### config.mk
export PLATFORM = sky130hd
export DESIGN_NAME = microSequencer
export DESIGN_NICKNAME = d
export VERILOG_FILES = /design/src/rtl/useqPkg.sv /design/src/rtl/seqCtrl.sv /design/src/rtl/seqPath.sv /design/src/rtl/microSequencer.sv
export SDC_FILE = /design/constraint.sdc
export NUM_CORES = 1
export LEC_CHECK = 0
export ABC_AREA = 1
export BUFFER_PORTS_ARGS = -buffer_cell sky130_fd_sc_hd__buf_2
export CORE_AREA = 2 2 79 58
export CTS_CLUSTER_DIAMETER = 80
export DETAILED_ROUTE_END_ITERATION = 7
export DIE_AREA = 0 0 81 60
export PLACE_DENSITY_LB_ADDON = 0.08
export SYNTH_ARGS = -nofsm -noshare
export SYNTH_HDL_FRONTEND = slang
export SYNTH_HIERARCHICAL = 1
export SYNTH_SLANG_ARGS = --single-unit
### constraint.sdc
create_clock -name clk -period 2.05 [get_ports clk]
set_input_delay 0.205 -clock clk [delete_from_list [all_inputs] [get_ports clk]]
set_output_delay 0.205 -clock clk [all_outputs]
set_load 0.01 [all_outputs]
### src/rtl/useqPkg.sv
package useqPkg;
  typedef enum logic {S_IDLE = 1'b0, S_RUN = 1'b1} seqState_t;

  // strobes from control to datapath
  typedef struct packed {
    logic loadEntry;
    logic fetch;
    logic resolve;
    logic clear;
  } seqStrobe_t;

  // decoded view of the microinstruction register
  typedef struct packed {
    logic valid;
    logic isOp;
    logic isEnd;
    logic isCond;
    logic condTrue;
  } seqStatus_t;
endpackage

### src/rtl/seqCtrl.sv
module seqCtrl
  import useqPkg::*;
(
  input  logic       clk,
  input  logic       rstN,
  input  logic       start,
  input  seqStatus_t status,
  output seqStrobe_t strobe,
  output logic       busy,
  output logic       done,
  output logic       stall
);
  seqState_t state;
  logic stallQ;

  always_comb begin
    strobe = '0;
    done = 1'b0;
    if (state == S_IDLE) begin
      strobe.loadEntry = start;
    end else if (status.valid && status.isEnd) begin
      done = 1'b1;
      strobe.clear = 1'b1;
    end else if (status.valid && status.isCond) begin
      strobe.resolve = 1'b1;
    end else begin
      strobe.fetch = 1'b1;
    end
  end

  always_ff @(posedge clk) begin
    if (!rstN) begin
      state <= S_IDLE;
      stallQ <= 1'b0;
    end else begin
      stallQ <= strobe.resolve;
      if (state == S_IDLE && start) state <= S_RUN;
      else if (done) state <= S_IDLE;
    end
  end

  assign busy = (state == S_RUN);
  assign stall = stallQ;
endmodule

### src/rtl/seqPath.sv
module seqPath
  import useqPkg::*;
#(
  parameter int ADDR_W = 6,
  parameter int WORD_W = 16,
  parameter int OPC_W = 3,
  parameter int FLAG_W = 4,
  parameter int SEL_W = 3
) (
  input  logic              clk,
  input  logic              rstN,
  input  logic [OPC_W-1:0]  opcode,
  input  logic [FLAG_W-1:0] flags,
  input  seqStrobe_t        strobe,
  output seqStatus_t        status,
  output logic [WORD_W-2:0] ctrlOut,
  output logic [ADDR_W-1:0] microAddr
);
  localparam int DEPTH = 1 << ADDR_W;
  localparam int SLOT_W = ADDR_W - OPC_W;
  localparam int UOP_W = WORD_W - 1;
  localparam int PAD_W = WORD_W - 1 - SEL_W - ADDR_W;

  function automatic logic [WORD_W-1:0] opW(input int code);
    return {1'b1, UOP_W'(code)};
  endfunction

  function automatic logic [WORD_W-1:0] brW(input int sel, input int tgt);
    return {1'b0, SEL_W'(sel), {PAD_W{1'b0}}, ADDR_W'(tgt)};
  endfunction

  function automatic logic [WORD_W-1:0] romWord(input int a);
    case (a)
      0:  romWord = opW(32'h011);
      1:  romWord = opW(32'h022);
      8:  romWord = opW(32'h101);
      9:  romWord = brW(1, 12);
      10: romWord = opW(32'h102);
      12: romWord = opW(32'h103);
      16: romWord = brW(0, 48);
      24: romWord = brW(7, 30);
      25: romWord = brW(4, 30);
      26: romWord = opW(32'h301);
      30: romWord = opW(32'h302);
      32: romWord = opW(32'h7FFE);
      33: romWord = brW(6, 35);
      35: romWord = opW(32'h404);
      48: romWord = opW(32'h201);
      49: romWord = brW(5, 52);
      50: romWord = opW(32'h202);
      52: romWord = opW(32'h203);
      default: romWord = '1;
    endcase
  endfunction

  logic [WORD_W-1:0] store [DEPTH];
  for (genvar i = 0; i < DEPTH; i++) begin : g_store
    assign store[i] = romWord(i);
  end

  logic [ADDR_W-1:0] upc, mirAddr, entryAddr, fTgt, mTgt;
  logic [WORD_W-1:0] mir, fetched;
  logic mirValid, fJump;
  logic [SEL_W-1:0] mSel, fSel;
  logic unusedRsvd;

  assign fetched = store[upc];
  assign fSel = fetched[WORD_W-2 -: SEL_W];
  assign fTgt = fetched[ADDR_W-1:0];
  assign fJump = !fetched[WORD_W-1] && (fSel == '0);
  assign entryAddr = {opcode, {SLOT_W{1'b0}}};

  assign mSel = mir[WORD_W-2 -: SEL_W];
  assign mTgt = mir[ADDR_W-1:0];
  assign unusedRsvd = ^mir[WORD_W-2-SEL_W:ADDR_W];

  always_comb begin
    status.condTrue = 1'b0;
    if (mSel == '0) status.condTrue = 1'b1;
    for (int k = 0; k < FLAG_W; k++)
      if (int'(mSel) == k + 1) status.condTrue = flags[k];
    if (int'(mSel) == FLAG_W + 1) status.condTrue = !flags[0];
    if (int'(mSel) == FLAG_W + 2) status.condTrue = !flags[1];
  end

  assign status.valid = mirValid;
  assign status.isOp = mir[WORD_W-1];
  assign status.isEnd = mir[WORD_W-1] && (&mir[UOP_W-1:0]);
  assign status.isCond = !mir[WORD_W-1] && (mSel != '0);

  always_ff @(posedge clk) begin
    if (!rstN) begin
      upc <= '0;
      mir <= '0;
      mirAddr <= '0;
      mirValid <= 1'b0;
    end else if (strobe.loadEntry) begin
      upc <= entryAddr;
      mirValid <= 1'b0;
    end else if (strobe.fetch) begin
      mir <= fetched;
      mirAddr <= upc;
      mirValid <= 1'b1;
      upc <= fJump ? fTgt : upc + 1'b1;
    end else if (strobe.resolve) begin
      mirValid <= 1'b0;
      if (status.condTrue) upc <= mTgt;
    end else if (strobe.clear) begin
      mirValid <= 1'b0;
    end
  end

  assign ctrlOut = (mirValid && status.isOp && !status.isEnd) ? mir[UOP_W-1:0] : '0;
  assign microAddr = mirAddr;
endmodule

### src/rtl/microSequencer.sv
module microSequencer
  import useqPkg::*;
#(
  parameter int ADDR_W = 6,
  parameter int WORD_W = 16,
  parameter int OPC_W = 3,
  parameter int FLAG_W = 4
) (
  input  logic              clk,
  input  logic              rstN,
  input  logic              start,
  input  logic [OPC_W-1:0]  opcode,
  input  logic [FLAG_W-1:0] flags,
  output logic [WORD_W-2:0] ctrlOut,
  output logic [ADDR_W-1:0] microAddr,
  output logic              stall,
  output logic              busy,
  output logic              done
);
  seqStrobe_t strobe;
  seqStatus_t status;

  seqCtrl ctrl (
    .clk(clk), .rstN(rstN), .start(start), .status(status),
    .strobe(strobe), .busy(busy), .done(done), .stall(stall)
  );

  seqPath #(.ADDR_W(ADDR_W), .WORD_W(WORD_W), .OPC_W(OPC_W), .FLAG_W(FLAG_W)) path (
    .clk(clk), .rstN(rstN), .opcode(opcode), .flags(flags), .strobe(strobe),
    .status(status), .ctrlOut(ctrlOut), .microAddr(microAddr)
  );
endmodule

==> metrics.txt <==
# TYPE chip_impl_metric gauge
chip_impl_info{name="status",value="complete, no violations"} 1
chip_impl_metric{name="grt_util_all_layers",unit=""} 0.264
chip_impl_metric{name="dpl.hpwl",unit="um"} 4670
chip_impl_metric{name="timing.critical_path.fanout_max",unit=""} 9
chip_impl_metric{name="filler_cell_count",unit=""} 434
chip_impl_metric{name="fin_util",unit=""} 0.613
chip_impl_metric{name="vdd_ir_drop_max",unit="V"} 0.000330
chip_impl_info{name="layout_commonest_cell",value="sky130_fd_sc_hd__nand2_1"} 1
chip_impl_metric{name="r2r_setup_slack",unit="ns"} 0.10
chip_impl_metric{name="coreArea",unit="um^2"} 4150
chip_impl_metric{name="skew_pair_late_insertion_delay",unit="ns"} 0.28
chip_impl_metric{name="avgRoutedWirePerCell",unit="um"} 14.5
chip_impl_metric{name="drtPass1Iterations",unit=""} 4
chip_impl_metric{name="global_route_wire_length_before_repair",unit="um"} 9650
chip_impl_metric{name="slew_viol_final",unit=""} 0
chip_impl_metric{name="antenna_found_initial",unit=""} 0
chip_impl_metric{name="cts-hold-fix-buffers",unit=""} 0
chip_impl_metric{name="synthesis.nets",unit=""} 324
chip_impl_metric{name="share_of_cells_above_drive_strength_1",unit=""} 0.296
chip_impl_metric{name="power_per_cell_area",unit="nW/um^2"} 647
chip_impl_metric{name="tightest_slew",unit="ns"} 0.448
chip_impl_metric{name="crit_path_required_time",unit="ns"} 2.26
chip_impl_metric{name="drc",unit=""} 0
chip_impl_info{name="hp-class",value="input pin to register"} 1
chip_impl_metric{name="number_of_failing_setup_endpoints_in_the_final_timing_report",unit=""} 0
chip_impl_metric{name="globalplace.congestion",unit=""} 0.887
chip_impl_metric{name="pin_count",unit=""} 34
chip_impl_metric{name="drt-vias-per-instance",unit=""} 5.42
chip_impl_metric{name="clkSinkCount",unit=""} 29
chip_impl_info{name="crit_path_cell_trace",value="nand4_1, nor4_4, nand2_1, nand2_1, a21oi_1, inv_1, nor2_4, buf_4, o22ai_1, a31oi_1, a21oi_1"} 1
chip_impl_info{name="tritoncts",value="yes"} 1
chip_impl_info{name="root_buffer",value="sky130_fd_sc_hd__clkbuf_8"} 1
chip_impl_metric{name="clock_tree.htree_level_count",unit=""} 2
chip_impl_info{name="critical_path.endpoint_type",value="register"} 1
chip_impl_metric{name="detailedRoute.firstIterationViolations",unit=""} 130
chip_impl_metric{name="final_area",unit="um^2"} 2550
chip_impl_metric{name="slowest_delay",unit="ns"} 0.35
chip_impl_metric{name="clock.fmax",unit="GHz"} 0.514
chip_impl_metric{name="clk_path_buf_depth",unit=""} 2
chip_impl_metric{name="placed_instance_area",unit="um^2"} 2350
chip_impl_metric{name="num_vias",unit=""} 2253
chip_impl_metric{name="initial_core_util",unit=""} 0.488
chip_impl_metric{name="synthCells",unit=""} 309
chip_impl_metric{name="min_period_over_period",unit=""} 0.949
chip_impl_metric{name="grt_start_max_net_pins",unit=""} 18
chip_impl_metric{name="die_height",unit="um"} 60
chip_impl_metric{name="port-buffer-count",unit=""} 33
chip_impl_metric{name="finalHoldViolations",unit=""} 0
chip_impl_metric{name="mappedNetlistArea",unit="um^2"} 2030
chip_impl_metric{name="power.leakage",unit="nW"} 1.21
chip_impl_metric{name="worst-endpoint-arrival",unit="ns"} 2.15
chip_impl_info{name="setup.worst_path.start_class",value="register"} 1
chip_impl_metric{name="drv_cap",unit=""} 0
chip_impl_metric{name="yosys_warnings",unit=""} 6
chip_impl_metric{name="totalWireLength",unit="um"} 6010
chip_impl_metric{name="antenna_violating_nets_left",unit=""} 0
chip_impl_info{name="critical_path_class",value="register to register"} 1
chip_impl_metric{name="max-slew-margin-rel",unit=""} 0.698
chip_impl_metric{name="syn_area_per_cell",unit="um^2"} 6.56
chip_impl_metric{name="synthToLayoutAreaGrowth",unit="%"} 25.6
chip_impl_metric{name="grt_pass1_vias",unit=""} 1918
chip_impl_metric{name="grt_overflow_total",unit=""} 0
chip_impl_info{name="commonest_cells_after_routing_fill_and_taps_aside",value="sky130_fd_sc_hd__nand2_1 (57), sky130_fd_sc_hd__inv_1 (37), sky130_fd_sc_hd__buf_2 (33)"} 1
chip_impl_metric{name="path_clk_slew",unit="ns"} 0.06
chip_impl_metric{name="die_width",unit="um"} 81
chip_impl_metric{name="num_rows",unit=""} 20
chip_impl_metric{name="layout_min_cycle_time",unit="ns"} 1.95
chip_impl_metric{name="fin_skew",unit="ns"} 0.00463
chip_impl_info{name="critical_path.slowest_cell",value="sky130_fd_sc_hd__nor4_4"} 1
chip_impl_metric{name="full_die_area",unit="um^2"} 4860
chip_impl_metric{name="final_net_count",unit=""} 376
chip_impl_metric{name="antenna_cells",unit=""} 0
chip_impl_metric{name="cts-buffers-inserted",unit=""} 5
## report_power, final
group,switching (mW),internal [mW]
Sequential,0.0365,0.609
Combinational,0.329,0.200
Clock,0.207,0.266
## per-stage QoR
step | power [mW] | setup TNS (ns) | hold WS [ns] | std cells | worst slack (ns)
detailed placement | 1.15 | 0 | 0.477 | 405 | 0.0194
floorplan | 0.994 | 0 | 0.337 | 309 | 0.106
CTS | 1.63 | 0 | 0.200 | 414 | 0.00431
global route | 1.75 | -0.233 | 0.203 | 416 | -0.0530
global placement | 1.15 | 0 | 0.482 | 405 | 0.0430
finish | 1.65 | 0 | 0.205 | 416 | 0.104
## flip-flops by register name, indices dropped and copies added, names as in the netlist
| name | cells |
|---|---|
| path/mir | 14 |
| path/microAddr | 6 |
| path/upc | 6 |
| ctrl/busy | 1 |
| ctrl/stall | 1 |
| path/mirValid | 1 |
## critical path: cells and delay by family (launching register included)
family | cells | cell delay, ns
AND/OR/NAND/NOR | 5 | 0.84
buffers and inverters | 2 | 0.31
flip-flops | 1 | 0.34
AO/OA/AOI/OAI | 4 | 0.39
## path summary, 6_finish.rpt
check / start / endpoint / cells after the start
worst max-delay path: path/mir[9] / path/mir[9] / 11
worst min-delay path: start / ctrl/busy / 3
worst max register to register: path/mir[9] / path/mir[9] / 11
worst min register to register: path/microAddr[5] / path/microAddr[5] / 2
## area by class of cell
type | count | area [um^2] | area share
Multi-Input combinational cell | 222 | 1260 | 0.494
Inverter | 42 | 158 | 0.0619
Sequential cell | 29 | 584 | 0.229
Tap cell | 55 | 68.8 | 0.0270
Clock buffer | 7 | 86.3 | 0.0339
Timing Repair Buffer | 61 | 392 | 0.154
## metal layers
metal,GRT usage,vias to the layer above,share of wire
met3,0.0650,2,0.076
met4,0.0630,0,0.0032
met2,0.372,83,0.42
met5,0,-,0
li1,-,1124,-
met1,0.399,1044,0.50
## timing repair
action | in CTS | in global routing
gates resized for setup | 0 | 20
setup endpoints to repair | 15 | 23
pin swaps | 0 | 5
setup buffers | 2 | 2
Note: power is estimated with default switching activity, not from simulation.
